--- src/rtl/ackf_pkg.sv ---
package ackf_pkg;

  localparam int ACKF_OCT_W        = 8;
  localparam int ACKF_FCF_W        = 16;
  localparam int ACKF_DSN_W        = 8;
  localparam int ACKF_FCS_W        = 16;
  localparam int ACKF_SFD_OCTETS   = 1;
  localparam int ACKF_PHR_OCTETS   = 1;
  localparam int ACKF_MHR_OCTETS   = 3;
  localparam int ACKF_FCS_OCTETS   = 2;

  // field currently being presented on the octet stream
  typedef enum logic [2:0] {
    FLD_PRE = 3'd0,
    FLD_SFD = 3'd1,
    FLD_PHR = 3'd2,
    FLD_MHR = 3'd3,
    FLD_FCS = 3'd4
  } ackf_fld_e;

  // header values captured on an accepted start
  typedef struct packed {
    logic [ACKF_FCF_W-1:0] fcf;
    logic [ACKF_DSN_W-1:0] dsn;
  } ackf_hdr_t;

endpackage

--- src/rtl/ackf_seq.sv ---
module ackf_seq #(
  parameter int FRAME_OCTETS = 11,
  parameter int IDX_W        = 4
) (
  input  logic             clk,
  input  logic             rst_n,
  input  logic             start_i,
  input  logic             ready_i,
  output logic             active_o,
  output logic [IDX_W-1:0] idx_o,
  output logic             accept_o,
  output logic             fire_o,
  output logic             last_o
);

  localparam logic [IDX_W-1:0] LAST_IDX = IDX_W'(FRAME_OCTETS - 1);

  logic             active_q, active_d;
  logic [IDX_W-1:0] idx_q, idx_d;
  logic             upd_en;

  assign accept_o = !active_q && start_i;
  assign fire_o   = active_q && ready_i;
  assign last_o   = active_q && (idx_q == LAST_IDX);
  assign upd_en   = accept_o || fire_o;

  always_comb begin
    active_d = active_q;
    idx_d    = idx_q;
    if (accept_o) begin
      active_d = 1'b1;
      idx_d    = '0;
    end else if (fire_o) begin
      if (idx_q == LAST_IDX) begin
        active_d = 1'b0;
        idx_d    = '0;
      end else begin
        idx_d = idx_q + 1'b1;
      end
    end
  end

  always_ff @(posedge clk or negedge rst_n) begin
    if (!rst_n) begin
      active_q <= 1'b0;
      idx_q    <= '0;
    end else if (upd_en) begin
      active_q <= active_d;
      idx_q    <= idx_d;
    end
  end

  assign active_o = active_q;
  assign idx_o    = idx_q;

endmodule

--- src/rtl/ackf_crc16.sv ---
module ackf_crc16 #(
  parameter int          CRC_W = 16,
  parameter int          DIN_W = 8,
  parameter logic [15:0] POLY  = 16'h8408
) (
  input  logic             clk,
  input  logic             rst_n,
  input  logic             clr_i,
  input  logic             en_i,
  input  logic [DIN_W-1:0] din_i,
  output logic [CRC_W-1:0] crc_o
);

  logic [CRC_W-1:0] crc_q, crc_d;
  logic [CRC_W-1:0] chain [0:DIN_W];

  assign chain[0] = crc_q;

  // one unrolled stage per input bit, least significant bit first
  for (genvar g = 0; g < DIN_W; g++) begin : g_bit
    logic fb;
    assign fb           = chain[g][0] ^ din_i[g];
    assign chain[g + 1] = {1'b0, chain[g][CRC_W-1:1]} ^ ({CRC_W{fb}} & CRC_W'(POLY));
  end

  always_comb begin
    crc_d = crc_q;
    if (clr_i) begin
      crc_d = '0;
    end else if (en_i) begin
      crc_d = chain[DIN_W];
    end
  end

  always_ff @(posedge clk or negedge rst_n) begin
    if (!rst_n) begin
      crc_q <= '0;
    end else if (clr_i || en_i) begin
      crc_q <= crc_d;
    end
  end

  assign crc_o = crc_q;

endmodule

--- src/rtl/ackf_octet_sel.sv ---
module ackf_octet_sel
  import ackf_pkg::*;
#(
  parameter int          PRE_OCTETS = 4,
  parameter logic [7:0]  SFD_VAL    = 8'hA7,
  parameter int          IDX_W      = 4
) (
  input  logic [IDX_W-1:0]      idx_i,
  input  ackf_hdr_t             hdr_i,
  input  logic [ACKF_FCS_W-1:0] crc_i,
  output ackf_fld_e             fld_o,
  output logic [ACKF_OCT_W-1:0] data_o
);

  localparam int SFD_POS  = PRE_OCTETS;
  localparam int PHR_POS  = SFD_POS + ACKF_SFD_OCTETS;
  localparam int MHR_POS  = PHR_POS + ACKF_PHR_OCTETS;
  localparam int FCS_POS  = MHR_POS + ACKF_MHR_OCTETS;
  localparam int PSDU_LEN = ACKF_MHR_OCTETS + ACKF_FCS_OCTETS;

  int unsigned pos;
  assign pos = 32'(idx_i);

  always_comb begin
    if (pos < SFD_POS) begin
      fld_o = FLD_PRE;
    end else if (pos < PHR_POS) begin
      fld_o = FLD_SFD;
    end else if (pos < MHR_POS) begin
      fld_o = FLD_PHR;
    end else if (pos < FCS_POS) begin
      fld_o = FLD_MHR;
    end else begin
      fld_o = FLD_FCS;
    end
  end

  always_comb begin
    data_o = '0;
    unique case (fld_o)
      FLD_PRE: data_o = '0;
      FLD_SFD: data_o = SFD_VAL;
      FLD_PHR: data_o = ACKF_OCT_W'(PSDU_LEN);
      FLD_MHR: begin
        if (pos == MHR_POS) begin
          data_o = hdr_i.fcf[7:0];
        end else if (pos == MHR_POS + 1) begin
          data_o = hdr_i.fcf[15:8];
        end else begin
          data_o = hdr_i.dsn;
        end
      end
      FLD_FCS: begin
        if (pos == FCS_POS) begin
          data_o = crc_i[7:0];
        end else begin
          data_o = crc_i[15:8];
        end
      end
      default: data_o = '0;
    endcase
  end

endmodule

--- src/rtl/ackf_assembler.sv ---
module ackf_assembler
  import ackf_pkg::*;
#(
  parameter int          PRE_OCTETS = 4,
  parameter logic [7:0]  SFD_VAL    = 8'hA7,
  parameter logic [15:0] CRC_POLY   = 16'h8408
) (
  input  logic                  clk,
  input  logic                  rst_n,
  input  logic                  start_i,
  input  logic [ACKF_FCF_W-1:0] fcf_i,
  input  logic [ACKF_DSN_W-1:0] seq_i,
  output logic                  out_valid_o,
  input  logic                  out_ready_i,
  output logic [ACKF_OCT_W-1:0] out_data_o,
  output logic                  out_last_o
);

  localparam int FRAME_OCTETS = PRE_OCTETS + ACKF_SFD_OCTETS + ACKF_PHR_OCTETS
                              + ACKF_MHR_OCTETS + ACKF_FCS_OCTETS;
  localparam int IDX_W        = $clog2(FRAME_OCTETS);

  logic                  active;
  logic [IDX_W-1:0]      idx;
  logic                  accept;
  logic                  fire;
  logic                  last;
  ackf_hdr_t             hdr_q, hdr_d;
  ackf_fld_e             fld;
  logic [ACKF_OCT_W-1:0] octet;
  logic [ACKF_FCS_W-1:0] crc;
  logic                  crc_en;

  ackf_seq #(
    .FRAME_OCTETS (FRAME_OCTETS),
    .IDX_W        (IDX_W)
  ) u_seq (
    .clk      (clk),
    .rst_n    (rst_n),
    .start_i  (start_i),
    .ready_i  (out_ready_i),
    .active_o (active),
    .idx_o    (idx),
    .accept_o (accept),
    .fire_o   (fire),
    .last_o   (last)
  );

  // header capture, enabled only by an accepted start
  always_comb begin
    hdr_d     = hdr_q;
    if (accept) begin
      hdr_d.fcf = fcf_i;
      hdr_d.dsn = seq_i;
    end
  end

  always_ff @(posedge clk or negedge rst_n) begin
    if (!rst_n) begin
      hdr_q <= '0;
    end else if (accept) begin
      hdr_q <= hdr_d;
    end
  end

  ackf_octet_sel #(
    .PRE_OCTETS (PRE_OCTETS),
    .SFD_VAL    (SFD_VAL),
    .IDX_W      (IDX_W)
  ) u_sel (
    .idx_i  (idx),
    .hdr_i  (hdr_q),
    .crc_i  (crc),
    .fld_o  (fld),
    .data_o (octet)
  );

  assign crc_en = fire && (fld == FLD_MHR);

  ackf_crc16 #(
    .CRC_W (ACKF_FCS_W),
    .DIN_W (ACKF_OCT_W),
    .POLY  (CRC_POLY)
  ) u_crc (
    .clk   (clk),
    .rst_n (rst_n),
    .clr_i (accept),
    .en_i  (crc_en),
    .din_i (octet),
    .crc_o (crc)
  );

  assign out_valid_o = active;
  assign out_data_o  = octet;
  assign out_last_o  = last;

endmodule

--- config.mk ---
export PLATFORM = sky130hd
export DESIGN_NAME = ackf_assembler
export DESIGN_NICKNAME = d
export VERILOG_FILES = /design/src/rtl/ackf_pkg.sv /design/src/rtl/ackf_seq.sv /design/src/rtl/ackf_crc16.sv /design/src/rtl/ackf_octet_sel.sv /design/src/rtl/ackf_assembler.sv
export SDC_FILE = /design/constraint.sdc
export NUM_CORES = 1
export LEC_CHECK = 0
export ABC_AREA = 1
export BUFFER_PORTS_ARGS = -buffer_cell sky130_fd_sc_hd__buf_2
export CAP_MARGIN = 20
export CORE_UTILIZATION = 51
export DETAILED_ROUTE_END_ITERATION = 10
export PLACE_DENSITY = 0.72
export SYNTH_ARGS = -nofsm -noshare
export SYNTH_HDL_FRONTEND = slang
export SYNTH_SLANG_ARGS = --single-unit
--- constraint.sdc ---
create_clock -name clk -period 2.8 [get_ports clk]
set_clock_uncertainty 0.1 [all_clocks]
set_input_delay 0.14 -clock clk [delete_from_list [all_inputs] [get_ports clk]]
set_output_delay 0.14 -clock clk [all_outputs]
set_load 0.02 [all_outputs]
After elaboration in Yosys (flattened, before gate mapping):

Index checks and enable logic that the tools add are counted.
W data, S select, Z words.

* bits in writable memories: 0
* output and inout port bits: 10
* bits in latches: 0
* register bits: 45
* memory bits (read-only): 0
* word-level logic and storage cells: 63
* memories kept: 0
* input port bits: 28

* multiply operators: 0
* mux-type cells: 16
* shift-type cells: 0
* $lt $le $gt $ge: 4
* div/mod/pow operators: 0
* add/sub/neg operators: 1
* bitwise operators: 16
* equality and inequality tests: 8
* reductions and logical operators: 13

Operator list (count)
* $xor A15 B16 Y16: 8
* $mux W16: 2
* $pmux W8 S4: 1
* $mux W8: 3
* $lt A4 B3 Y1 const B: 3
* $mux W3: 4
* $mux W4: 3
* $eq A4 B3 Y1 const B: 2
* $eq A4 B4 Y1 const B: 2
* $xor A1 B1 Y1: 8
* $eq A3 B2 Y1 const B: 2
* $reduce_bool A2 Y1: 3
* $add A4 B1 Y4 const B: 1
* $logic_and A1 B1 Y1: 4
* $lt A4 B4 Y1 const B: 1
* $reduce_and A2 Y1: 2
* $eq A3 B1 Y1 const B: 1
* $eq A3 B3 Y1 const B: 1
* $mux W1: 3
* $reduce_and A3 Y1: 1
* $logic_or A1 B1 Y1: 2
* $logic_not A1 Y1: 1

Depth between registers and ports, before layout:

Gate-level depths: netlist of run 1.

* word-level depth: 25
* gate-level depth with buffers: 15
* gate-level depth less buffers: 15

Cells and area by module:

Synthesis of run 1 repeated with hierarchy kept, for this count alone.

* cell total of the unflattened synthesis: 413
* area, all modules: 2861.5 um2

Modules (own cells, without submodules)
* ackf_crc16: cells each 157, times used 1, seq. area each 400.4 um2, area an instance 1003.5 um2
* ackf_assembler: cells each 106, times used 1, seq. area each 600.6 um2, area an instance 989.7 um2
* ackf_octet_sel: cells each 112, times used 1, seq. area each 0.0 um2, area an instance 563.0 um2
* ackf_seq: cells each 38, times used 1, seq. area each 125.1 um2, area an instance 305.3 um2

Worst setup path after synthesis of run 1:

Ideal clock, no wire load.

* path type: register -> register
* start point: register u_seq.idx_q[1] (netlist: u_seq.idx_o[1])
* end point: register u_crc.crc_q[10] (netlist: u_crc.crc_o[10])
* slack: 985 ps
* stages on the path, launching flop included: 16
* library setup time: 117 ps
* period minus slack after synthesis: 1815 ps
* required time: 2583 ps
* path buffers: 1
* data arrival time: 1597 ps
* cell sequence: dfrtp_1 -> buf_6 -> nor2_1 -> nand2_2 -> nand2_4 -> nand2_1 -> inv_1 -> nand2_2 -> nand2_2 -> nand2_1 -> nand2_2 -> nand3_1 -> nand2_1 -> nand2_1 -> nand3_1 -> nand2_1

* word-level cells in the longest chain between the ends: 16
* elaborated cells on any way between the ends: 34
* classes of those cells: 4 x order compare; 7 x eq/ne; 10 x mux; 9 x bitwise; 4 x reduce/logical

RTL lines
* start: declaration: line ackf_seq.sv:19 `logic [IDX_W-1:0] idx_q, idx_d;`
* start signal: assignment: line ackf_seq.sv:49 `idx_q <= idx_d;`
* $lt A4 B4 Y1: line ackf_octet_sel.sv:31 `end else if (pos < FCS_POS) begin`
* $mux W3: line ackf_octet_sel.sv:31
* $mux W3: line ackf_octet_sel.sv:29 `end else if (pos < MHR_POS) begin`
* $mux W3: line ackf_octet_sel.sv:27 `end else if (pos < PHR_POS) begin`
* $mux W3: line ackf_octet_sel.sv:25 `if (pos < SFD_POS) begin`
* $eq A3 B3 Y1 (tied with other cells): line ackf_octet_sel.sv:40 `unique case (fld_o)`
* $pmux W8 S4 (*): line ackf_octet_sel.sv:40
* named net out_data_o[3]: line ackf_assembler.sv:15 `output logic [ACKF_OCT_W-1:0] out_data_o,`
* $xor A1 B1 Y1 (*): line ackf_crc16.sv:22 `assign fb = chain[g][0] ^ din_i[g];`
* $xor A15 B16 Y16 (*) (4 in series): line ackf_crc16.sv:23 `assign chain[g + 1] = {1'b0, chain[g][CRC_W-1:1]} ^ ({CRC_W{fb}} & CRC_W'(POLY));`
* $xor A1 B1 Y1 (*): line ackf_crc16.sv:22
* $xor A15 B16 Y16 (*): line ackf_crc16.sv:23
* $mux W16 (*): line ackf_crc16.sv:30 `end else if (en_i) begin`
* $mux W16 (*): line ackf_crc16.sv:28 `if (clr_i) begin`
* end signal: assignment: line ackf_crc16.sv:39 `crc_q <= crc_d;`
* end: declaration: line ackf_crc16.sv:14 `logic [CRC_W-1:0] crc_q, crc_d;`

The timed path passes the listed nets; every way through them passes the cells marked *. The select of a mux whose other input is x is not followed.
A chain may end at the register's enable or synchronous reset.

Worst setup path in the final report of run 1:

* start point: register u_seq.idx_q[2] (netlist: u_seq.idx_o[2])
* end point: register u_crc.crc_q[9] (netlist: u_crc.crc_o[9])

* word-level cells in the longest chain between the ends: 17
* elaborated cells on any way between the ends: 35
* classes of those cells: 4 x order compare; 7 x eq/ne; 10 x mux; 10 x bitwise; 4 x reduce/logical

RTL lines (line)
* $lt A4 B4 Y1: ackf_octet_sel.sv:31
* $mux W3: ackf_octet_sel.sv:31
* $mux W3: ackf_octet_sel.sv:29
* $mux W3: ackf_octet_sel.sv:27
* $mux W3: ackf_octet_sel.sv:25
* $eq A3 B3 Y1 (tied with other cells): ackf_octet_sel.sv:40
* $pmux W8 S4: ackf_octet_sel.sv:40
* $xor A1 B1 Y1: ackf_crc16.sv:22
* $xor A15 B16 Y16 (4 in series): ackf_crc16.sv:23
* $xor A15 B16 Y16 / $xor A1 B1 Y1 (equally long branches): ackf_crc16.sv:23, ackf_crc16.sv:22
* $xor A15 B16 Y16 (2 in series): ackf_crc16.sv:23
* $mux W16: ackf_crc16.sv:30
* $mux W16: ackf_crc16.sv:28

Parallel ways exist; a longest one is shown, timed or not. The select of a mux whose other input is x is not followed.

==> results of run 1 <==
-- metrics by stage --
step / setup slack (ns) / utilization [%]
finish: 0.588 / 65.0
global route: 0.350 / 65.0
CTS: 0.632 / 64.7
detailed placement: 0.658 / 58.1
global placement: 0.692 / 58.1
floorplan: 0.985 / -
-- cell usage after synthesis --
library cell / number / area share, %
sky130_fd_sc_hd__nand2_1: 164 / 22
sky130_fd_sc_hd__nand3_1: 55 / 10
sky130_fd_sc_hd__dfrtp_1: 45 / 41
sky130_fd_sc_hd__inv_1: 35 / 4.8
sky130_fd_sc_hd__nand2_2: 25 / 5.7
sky130_fd_sc_hd__o21ai_0: 12 / 2.2
sky130_fd_sc_hd__nand4_1: 9 / 2.0
sky130_fd_sc_hd__inv_2: 7 / 0.95
sky130_fd_sc_hd__nand3_2: 6 / 2.2
sky130_fd_sc_hd__clkbuf_1: 5 / 0.68
sky130_fd_sc_hd__o211ai_1: 5 / 1.4
sky130_fd_sc_hd__nor2_1: 4 / 0.54
sky130_fd_sc_hd__nor2_4: 4 / 1.6
sky130_fd_sc_hd__o22ai_1: 4 / 0.91
sky130_fd_sc_hd__a21oi_1: 2 / 0.36
sky130_fd_sc_hd__buf_6: 2 / 0.82
sky130_fd_sc_hd__nand2_4: 2 / 0.82
sky130_fd_sc_hd__nand3b_1: 2 / 0.54
sky130_fd_sc_hd__o21ai_1: 2 / 0.36
sky130_fd_sc_hd__a21oi_2: 1 / 0.32
sky130_fd_sc_hd__buf_4: 1 / 0.27
sky130_fd_sc_hd__nor2_2: 1 / 0.23
sky130_fd_sc_hd__o32ai_1: 1 / 0.32
-- power by group --
| group | switching [uW] | internal (uW) |
|---|---|---|
| sequential | 200 | 925 |
| combinational | 1430 | 683 |
| clock | 229 | 176 |
| total | 1860 | 1780 |
-- routing by layer --
layer | share of wire (%) | GRT usage (%) | up-vias
met5 | 0 | 0 | -
met3 | 6.2 | 4.76 | 2
li1 | - | - | 1394
met4 | 0.33 | 4.94 | 0
met1 | 46 | 39.3 | 1290
met2 | 48 | 43.4 | 92
-- flip-flops by register name, summed over array words and instances (netlist names) --
| name | count |
|---|---|
| hdr_q | 24 |
| u_seq.idx_o | 4 |
| u_seq.active_o | 1 |
| u_crc.crc_o | 16 |
-- cell type report --
cell class	count	area, um2	area share (%)
sequential	45	1130	33.5
clock buffer	6	72.6	2.16
timing repair buffer	66	478	14.2
inverter	42	158	4.69
clock inverter	2	15.0	0.446
tap	70	87.6	2.60
multi-input combinational	299	1430	42.4
-- how the worst max path moves through the flow --
stage                           end  slack, ns  depth (start not counted)
global route         u_crc.crc_o[7]       0.35                         13
floorplan           u_crc.crc_o[10]       0.99                         15
global placement     u_crc.crc_o[7]       0.69                         13
detailed placement  u_crc.crc_o[12]       0.66                         13
CTS                   out_data_o[4]       0.63                          8
finish               u_crc.crc_o[9]       0.59                         13
-- placed cells by master, fill, tap and decap left out, drive strengths merged --
cell type	netlist	routed
a21oi	3	3
buf	3	41
clkbuf	5	6
clkinvlp	0	2
dfrtp	45	45
dlygate4sd3	0	25
inv	42	42
nand2	191	191
nand3	61	61
nand3b	2	2
nand4	9	9
nor2	9	9
o211ai	5	5
o21ai	14	14
o22ai	4	4
o32ai	1	1
-- critical path, cell delays in order (launching register included) --
cell and delay (ns):
sky130_fd_sc_hd__dfrtp_1 0.47, sky130_fd_sc_hd__inv_2 0.11, sky130_fd_sc_hd__nor2_4 0.24, sky130_fd_sc_hd__nand2_2 0.22
sky130_fd_sc_hd__nand2_1 0.10, sky130_fd_sc_hd__nand3_1 0.08, sky130_fd_sc_hd__nand2_2 0.12, sky130_fd_sc_hd__nand3_2 0.09
sky130_fd_sc_hd__nand2_1 0.07, sky130_fd_sc_hd__nand2_1 0.13, sky130_fd_sc_hd__nand2_1 0.14, sky130_fd_sc_hd__nand3_1 0.08
sky130_fd_sc_hd__nand3_1 0.09, sky130_fd_sc_hd__nand2_1 0.06
-- repair_timing --
item,4_1_cts,5_1_grt
setup endpoints to repair,0,0
endpoints found under the hold margin,69,0
buffers inserted,0,0
hold buffers,25,0
-- cells by family (layout without fill, tap and decap cells) --
kind of cell	after synthesis	after routing	share of synthesized area, %
AO/OA/AOI/OAI	27	27	5.80
buffers and inverters	50	116	7.48
flip-flops	45	45	40.8
AND/OR/NAND/NOR	272	272	45.9
==> results.yml, run 1 <==
run_status:
  status: "finished, final reports clean"
setup_path:
  worstSetupStartpoint: "u_seq.idx_o[2]"
  r2r_path_start: "u_seq.idx_o[2]"
  start_kind: "register"
  worstSetupPathType: "register to register"
  critPathMaxFanout: 12
  endpoint_kind: "register"
  worst_r2r_path_depth: 13
  end_of_the_worst_register_to_register_path: "u_crc.crc_o[9]"
  crit_arrival_ns: 2.30
  required_time_worst_endpoint_ns: 2.89
  reg2reg_setup_slack_ns: 0.59
place:
  place_inst: 496
  final_estimated_routing_congestion_in_global_placement: 0.921
  dpl.hpwl_um: 4940
  dpl-instance-area_um2: 3010
  buffer_ports.inserted: 37
timing:
  fin_setup_tns_ns: 0
  final_slew_violations: 0
  min_period_over_period_pct: 79.0
  final.min_clock_period_ns: 2.21
  slew_headroom_pct: 70.1
  worst-slew-pin-transition_ns: 0.448
  maxClockFrequency_mhz: 452
  setup_viol_count_final: 0
  hold_violations: 0
  minimum_hold_slack_ns: 0.0785
  setup_repair_after_global_routing_missed_its_margin: "false"
drt:
  totalWireLength_um: 6930
  avgRoutedWirePerCell_um: 13.1
  drtAntennaViolNets: 0
  detail_route.first_pass.iterations: 6
  vias_per_cell: 5.24
  num_vias: 2778
  first_iter_violations: 239
  drc: 0
finish:
  finish.cell_count_without_fillers: 530
  area_growth_syn_to_layout_pct: 21.9
  layout-drive-gt1-share_pct: 20.4
  fillCellCount: 459
  layout.nets: 487
  layout.cell_area.non_filler_um2: 3360
  diodes_inserted: 0
power_and_ir_drop:
  worst_ir_drop_vdd_mv: 0.476
  p_leak_uw: 0.00186
  design_power_total_uw: 3640
  power_per_cell_area_nw_per_um2: 1080
floorplanning:
  core.rowCount: 26
  placeableCoreArea_um2: 5170
  die-height_um: 75.6
  pin_count: 38
  die_area_um2: 5710
  initial_core_util_pct: 53.4
  fp.dieW_um: 75.6
global_route:
  antenna_found_initial: 0
  combined_global_route_utilization_of_all_metal_layers_pct: 27.2
  grt_pass1_wl_um: 11600
  grt_pass1_vias: 2503
  grt_max_degree: 46
  gr-total-overflow: 0
yosys:
  synthesis.nets: 422
  ys_types: 23
  synth.ff_latch_count: 45
  syn_area_per_cell_um2: 7.01
  yosys_warnings: 0
  synth_sequential_area_ratio_pct: 40.8
  synth.cell_area_um2: 2760
  synthCells: 394
clock_network:
  cts_tree: "done"
  clk-insertion-delay-late_ns: 0.30
  clock-root-buffer: "sky130_fd_sc_hd__clkbuf_8"
  tritoncts_num_sinks: 45
  tritoncts.num_buffers: 5
  ctsLongestPathBuffers: 2
  cts.reportedPaths.clkPinSlew_ns: 0.09
  postCtsResizedCells: 0
  cts_htree_levels: 2
flow_run:
  max_cap_viol_count: 0
hold_path:
  worstHoldPathType: "input pin to async pin"
(Power assumes the default switching activity.)
==> run 2, diff against run 1 <==
ABC_AREA = 0   (was 1)
clock period = 2.1 ns   (was 2.8 ns; I/O delays follow)
==> run 2 against run 1 <==
Compared with the run above: the flow now finishes with violations (setup timing); design area grew 11%; register-to-register slack lost 0.90 ns; area after synthesis shrank 2.9%; largest power group unchanged.
==> results.yml, run 2 <==
setup_path:
  critical_path.top_delay_family: "XOR/XNOR gates"
  critPathMaxFanout: 4
  crit_slowest_cell: "sky130_fd_sc_hd__dfrtp_1"
  critical_path_buf_inv_count: 0
  cp_cell_sequence: "and3b_2 -> mux2_4 -> a221o_2 -> xnor2_4 -> xor2_1 -> xnor2_1 -> o21ai_1"
  endpoint_kind: "register"
  crit_arrival_ns: 2.49
  start_kind: "register"
  required_time_worst_endpoint_ns: 2.19
  worst_path_largest_cell_delay_ns: 0.43
  worstSetupPathType: "register to register"
drt:
  avgRoutedWirePerCell_um: 15.8
  drc: 0
  first_iter_violations: 170
  vias_per_cell: 5.51
  num_vias: 2616
  drtAntennaViolNets: 0
  totalWireLength_um: 7500
  detail_route.first_pass.iterations: 4
finish:
  layout.nets: 432
  fin_util_pct: 73.6
  layout-drive-gt1-share_pct: 31.1
  highest_count_cells_in_the_layout_ignoring_fill_and_taps: "sky130_fd_sc_hd__nand2_1 (82), sky130_fd_sc_hd__dfrtp_1 (43), sky130_fd_sc_hd__buf_4 (41)"
  area_growth_syn_to_layout_pct: 39.2
  top_register: "hdr_q"
  fillCellCount: 371
  layout.cell_area.non_filler_um2: 3730
  finish.cell_count_without_fillers: 475
  layout.cells.most_common: "sky130_fd_sc_hd__nand2_1"
  largest_reg_flops: 24
  diodes_inserted: 0
timing:
  min_period_over_period_pct: 115
  maxClockFrequency_mhz: 415
  hold_violations: 0
  worst-slew-pin-transition_ns: 0.583
  setup_repair_after_global_routing_missed_its_margin: "true"
  post-route-worst-setup-slack_ns: -0.308
  fin_setup_tns_ns: -3.57
  final_slew_violations: 0
  slew_headroom_pct: 61.2
  final.min_clock_period_ns: 2.41
  setup_viol_count_final: 21
place:
  final_estimated_routing_congestion_in_global_placement: 0.914
  dp_worst_setup_slack_ns: -0.427
  dpl.hpwl_um: 4850
  place_inst: 434
  dpl-instance-area_um2: 3170
  buffer_ports.inserted: 37
yosys:
  synth_largest_type_area_fraction_pct: 42.0
  synth.cell_area_um2: 2680
  synth_top_cells_by_count: "sky130_fd_sc_hd__nand2_1 (82), sky130_fd_sc_hd__dfrtp_1 (45), sky130_fd_sc_hd__o21ai_0 (24)"
  synth-edff-count: 0
  ys_types: 54
  synthTopCellsByArea: "sky130_fd_sc_hd__dfrtp_1 (42%), sky130_fd_sc_hd__nand2_1 (11%), sky130_fd_sc_hd__o21ai_0 (4.5%)"
  synth.ff_latch_count: 45
  synthesis.nets: 339
  synthDominantAreaCellType: "sky130_fd_sc_hd__dfrtp_1"
  synthCells: 311
  yosys_warnings: 0
  syn_area_per_cell_um2: 8.62
  async_reset_ff_share_pct: 100
  most_used_dff_post_synth: "sky130_fd_sc_hd__dfrtp_1"
  synth_sequential_area_ratio_pct: 42.0
  synth.most_common_cell: "sky130_fd_sc_hd__nand2_1"
global_route:
  grt_max_degree: 46
  grt_pass1_vias: 2512
  grt_pass1_wl_um: 11700
  antenna_found_initial: 0
  gr-total-overflow: 0
  combined_global_route_utilization_of_all_metal_layers_pct: 28.5
floorplanning:
  die-height_um: 74.5
  pin_count: 38
  placeableCoreArea_um2: 5070
  core.rowCount: 26
  die_area_um2: 5550
  fp.dieW_um: 74.5
  initial_core_util_pct: 52.8
clock_network:
  clk-insertion-delay-late_ns: 0.30
  cts_htree_levels: 2
  tritoncts_num_sinks: 45
  ctsLongestPathBuffers: 2
  tritoncts.num_buffers: 5
  cts_tree: "done"
  cts.reportedPaths.clkPinSlew_ns: 0.08
  clock-root-buffer: "sky130_fd_sc_hd__clkbuf_8"
run_status:
  status: "finished with violations"
  failed_checks: "setup timing"
power_and_ir_drop:
  p_leak_uw: 0.00177
  worst_ir_drop_vdd_mv: 0.877
  power_per_cell_area_nw_per_um2: 1700
flow_run:
  max_cap_viol_count: 0
hold_path:
  worstHoldPathType: "input pin to register"
## run 2: path summary, 6_finish.rpt
check                                     from             end  slack [ns]  cells after the start
worst max register to register  u_seq.idx_o[3]  u_crc.crc_o[3]       -0.31                      7
max in group asynchronous                rst_n  u_seq.idx_o[2]        1.16                      3
min in group asynchronous                rst_n       hdr_q[14]        0.31                      3
worst min-delay path                   start_i  u_seq.active_o       0.001                      3
worst max-delay path            u_seq.idx_o[3]  u_crc.crc_o[3]       -0.31                      7
worst min register to register       hdr_q[23]       hdr_q[23]        0.38                      2
## run 2: per-stage QoR
stage / power [uW] / hold slack (ns)
after floorplan: 4070 / -0.291
after global placement: 5120 / 0.128
after detailed placement: 5180 / 0.133
after CTS: 6000 / 0.00166
after global routing: 6770 / 0.00713
final: 6350 / 0.000984
## run 2: kinds of logic (layout without fill, tap and decap cells)
kind of cell | after synthesis | in the layout | synth area share (%)
XOR/XNOR | 22 | 22 | 9.89
flip-flops | 45 | 45 | 42.0
AO/OA/AOI/OAI | 71 | 71 | 17.7
AND/OR/NAND/NOR | 145 | 146 | 24.6
buffers and inverters | 25 | 118 | 4.34
multiplexers | 3 | 3 | 1.40
## run 2: what timing repair did
| item | 4_1_cts | 5_1_grt |
|---|---|---|
| buffers inserted | 1 | 5 |
| cloned | 0 | 1 |
| hold endpoints to repair | 70 | 0 |
| pin swaps | 10 | 6 |
| gates resized for setup | 27 | 26 |
| endpoints found under the setup margin | 24 | 25 |
| hold buffers | 26 | 0 |
## run 2: layout make-up
type                       count  area (um2)  area share [%]
inverter                       6        22.5           0.603
multi-input combinational    242        1600            42.9
timing repair buffer         104         810            21.7
tap                           70        87.6            2.35
clock buffer                   7        76.3            2.04
clock inverter                 1        7.51           0.201
sequential                    45        1130            30.2
## run 2: power by group
group | switching (uW) | internal (uW)
Combinational | 2110 | 2130
Clock | 293 | 236
Sequential | 330 | 1240
Total | 2730 | 3610
## run 2: layer usage
metal  wire length [um]  GRT usage [%]  up-vias
li1                   -              -     1256
met1               3300           36.4     1252
met2               3640           48.0       89
met3                386           4.47       19
met4                178           12.4        0
met5                  0              0        -
## run 2: worst register-to-register path, cell delays in order, from the launching register on
cell and delay, ns:
sky130_fd_sc_hd__dfrtp_1 0.43, sky130_fd_sc_hd__and3b_2 0.35, sky130_fd_sc_hd__mux2_4 0.32, sky130_fd_sc_hd__a221o_2 0.43, sky130_fd_sc_hd__xnor2_4 0.23, sky130_fd_sc_hd__xor2_1 0.20, sky130_fd_sc_hd__xnor2_1 0.15, sky130_fd_sc_hd__o21ai_1 0.09
==> run 3, diff against run 2 <==
CORE_ASPECT_RATIO = 0.9   (was not set)
==> run 3 against run 2 <==
Compared with the run above: the flow still finishes with violations (setup timing); sequential power about the same; die area about the same; register-to-register slack worse by 0.13 ns; global-route usage rose by 2.9 points; highest routed layer unchanged; sequential share of layout area decreased by 2.0 points; sequential cell count stayed put; combinational power up 22%; design area grew 7.0%; core utilization rose by 7.1 points; critical path depth grew 1.
==> results.yml, run 3 (synthesized netlist as in run 2, its figures left out) <==
run_status:
  status: "finished with violations"
  failed_checks: "setup timing"
finish:
  layout.nets: 439
  layout.cells.most_common: "sky130_fd_sc_hd__nand2_1"
  layout-drive-gt1-share_pct: 36.2
  layout.cell_area.non_filler_um2: 4000
  top_register: "hdr_q"
  largest_reg_flops: 24
  fillCellCount: 294
  fin_util_pct: 80.6
  area_growth_syn_to_layout_pct: 49.0
  finish.cell_count_without_fillers: 477
  diodes_inserted: 0
  highest_count_cells_in_the_layout_ignoring_fill_and_taps: "sky130_fd_sc_hd__nand2_1 (80), sky130_fd_sc_hd__dfrtp_1 (45), sky130_fd_sc_hd__buf_4 (35)"
drt:
  totalWireLength_um: 9540
  detail_route.first_pass.iterations: 7
  vias_per_cell: 6.14
  num_vias: 2931
  first_iter_violations: 478
  drtAntennaViolNets: 0
  avgRoutedWirePerCell_um: 20.0
  drc: 0
floorplanning:
  fp.dieW_um: 78.4
  core.rowCount: 24
  initial_core_util_pct: 54.1
  die_area_um2: 5550
  pin_count: 38
  die-height_um: 70.8
  placeableCoreArea_um2: 4950
clock_network:
  tritoncts_num_sinks: 45
  clk-insertion-delay-late_ns: 0.33
  cts_tree: "done"
  cts_htree_levels: 2
  clock-root-buffer: "sky130_fd_sc_hd__clkbuf_8"
  cts.reportedPaths.clkPinSlew_ns: 0.10
  tritoncts.num_buffers: 5
  ctsLongestPathBuffers: 2
power_and_ir_drop:
  worst_ir_drop_vdd_mv: 1.21
  seq_power_share_pct: 21.2
  power_frac_comb_pct: 69.2
  internal_portion_of_total_power_uw: 4150
  p_leak_uw: 0.00189
  clock_power_share_pct: 9.6
  power_per_cell_area_nw_per_um2: 1870
  sw_frac_of_total_pct: 44.5
  power.net_switching_uw: 3330
setup_path:
  crit_arrival_ns: 2.69
  required_time_worst_endpoint_ns: 2.25
  start_kind: "register"
  path_common_cell: "sky130_fd_sc_hd__nand2_1"
  worst_path_largest_cell_delay_ns: 0.66
  endpoint_kind: "register"
  cp_cell_sequence: "or4b_4 -> o21ai_2 -> a32oi_2 -> a2bb2oi_2 -> buf_4 -> xnor2_1 -> nand2_1 -> nand2_1"
  critPathMaxFanout: 8
  worstSetupPathType: "register to register"
  crit_slowest_cell: "sky130_fd_sc_hd__or4b_4"
  worst_r2r_path_depth: 8
timing:
  final_slew_violations: 0
  slew_headroom_pct: 68.7
  min_period_over_period_pct: 121
  setup_repair_after_global_routing_missed_its_margin: "true"
  post-route-worst-setup-slack_ns: -0.438
  worst-slew-pin-transition_ns: 0.470
  hold_violations: 0
  setup_viol_count_final: 26
  final.min_clock_period_ns: 2.54
  maxClockFrequency_mhz: 394
global_route:
  grt_pass1_vias: 2753
  grt_max_degree: 46
  combined_global_route_utilization_of_all_metal_layers_pct: 31.4
  grt_pass1_wl_um: 13100
  antenna_found_initial: 0
  gr-total-overflow: 0
hold_path:
  worstHoldPathType: "input pin to async pin"
place:
  place_inst: 429
  buffer_ports.inserted: 37
  dpl.hpwl_um: 4910
  final_estimated_routing_congestion_in_global_placement: 0.867
  dpl-instance-area_um2: 3190
flow_run:
  max_cap_viol_count: 0
[run 3: cell count changes in the layout (fill, tap and decap cells not counted), sizes merged]
cell and delta:
clkinv +1, inv +1, clkinvlp -1, bufinv +1, clkbuf -2, buf +7
or4b -1, dlygate4sd3 +1
[run 3: path summary, 6_finish.rpt]
check | slack [ns] | from | endpoint
max | -0.44 | u_seq.idx_o[1] | u_crc.crc_o[6]
min | 0.19 | rst_n | u_crc.crc_o[6]
max reg2reg | -0.44 | u_seq.idx_o[1] | u_crc.crc_o[6]
min reg2reg | 0.40 | hdr_q[0] | hdr_q[0]
max in group asynchronous | 1.49 | rst_n | u_crc.crc_o[13]
min in group clk | 0.20 | start_i | u_seq.idx_o[0]
[run 3: through the flow]
step	setup WS, ns	hold slack, ns	total power, uW	setup TNS, ns
finish	-0.438	0.186	7490	-6.36
floorplan	-0.226	-0.291	4070	-1.50
CTS	-0.246	0.191	6670	-3.03
detailed placement	-0.339	0.00350	5300	-3.50
global placement	-0.289	0.000640	5170	-2.54
global route	-0.498	0.209	7810	-7.50
[run 3: area by class of cell]
type | count | area, um2 | area share, %
well taps | 65 | 81.3 | 2.04
repair buffers | 112 | 926 | 23.2
flip-flops and latches | 45 | 1130 | 28.2
clock inverters | 3 | 50.0 | 1.25
clock buffers | 5 | 68.8 | 1.72
multi-input cells | 241 | 1720 | 43.1
inverters | 6 | 22.5 | 0.564
[run 3: power groups by stage]
stage	registers [uW]	clock network, uW	logic, uW
floorplan	1450	0	2620
global placement	1520	0	3650
detailed placement	1540	0	3770
CTS	1540	712	4420
global route	1620	758	5430
finish	1590	721	5180
[run 3: worst max-delay path: cells and delay by family (launching register included)]
family	cells	cell delay, ns
AND/OR/NAND/NOR	3	0.93
AO/OA/AOI/OAI	3	0.50
flip-flops	1	0.44
XOR/XNOR	1	0.34
buffers and inverters	1	0.15
[run 3: repair_timing]
item	CTS	global route
pin swaps	16	17
setup endpoints to repair	23	26
hold buffers	27	0
buffers inserted	8	7
resized for setup	47	34
endpoints found under the hold margin	70	0
[run 3: routing by layer]
layer  wire, um  GRT usage [%]
met5          0              0
met4        467           11.7
met3        877           5.68
met2       4520           54.0
met1       3680           39.6
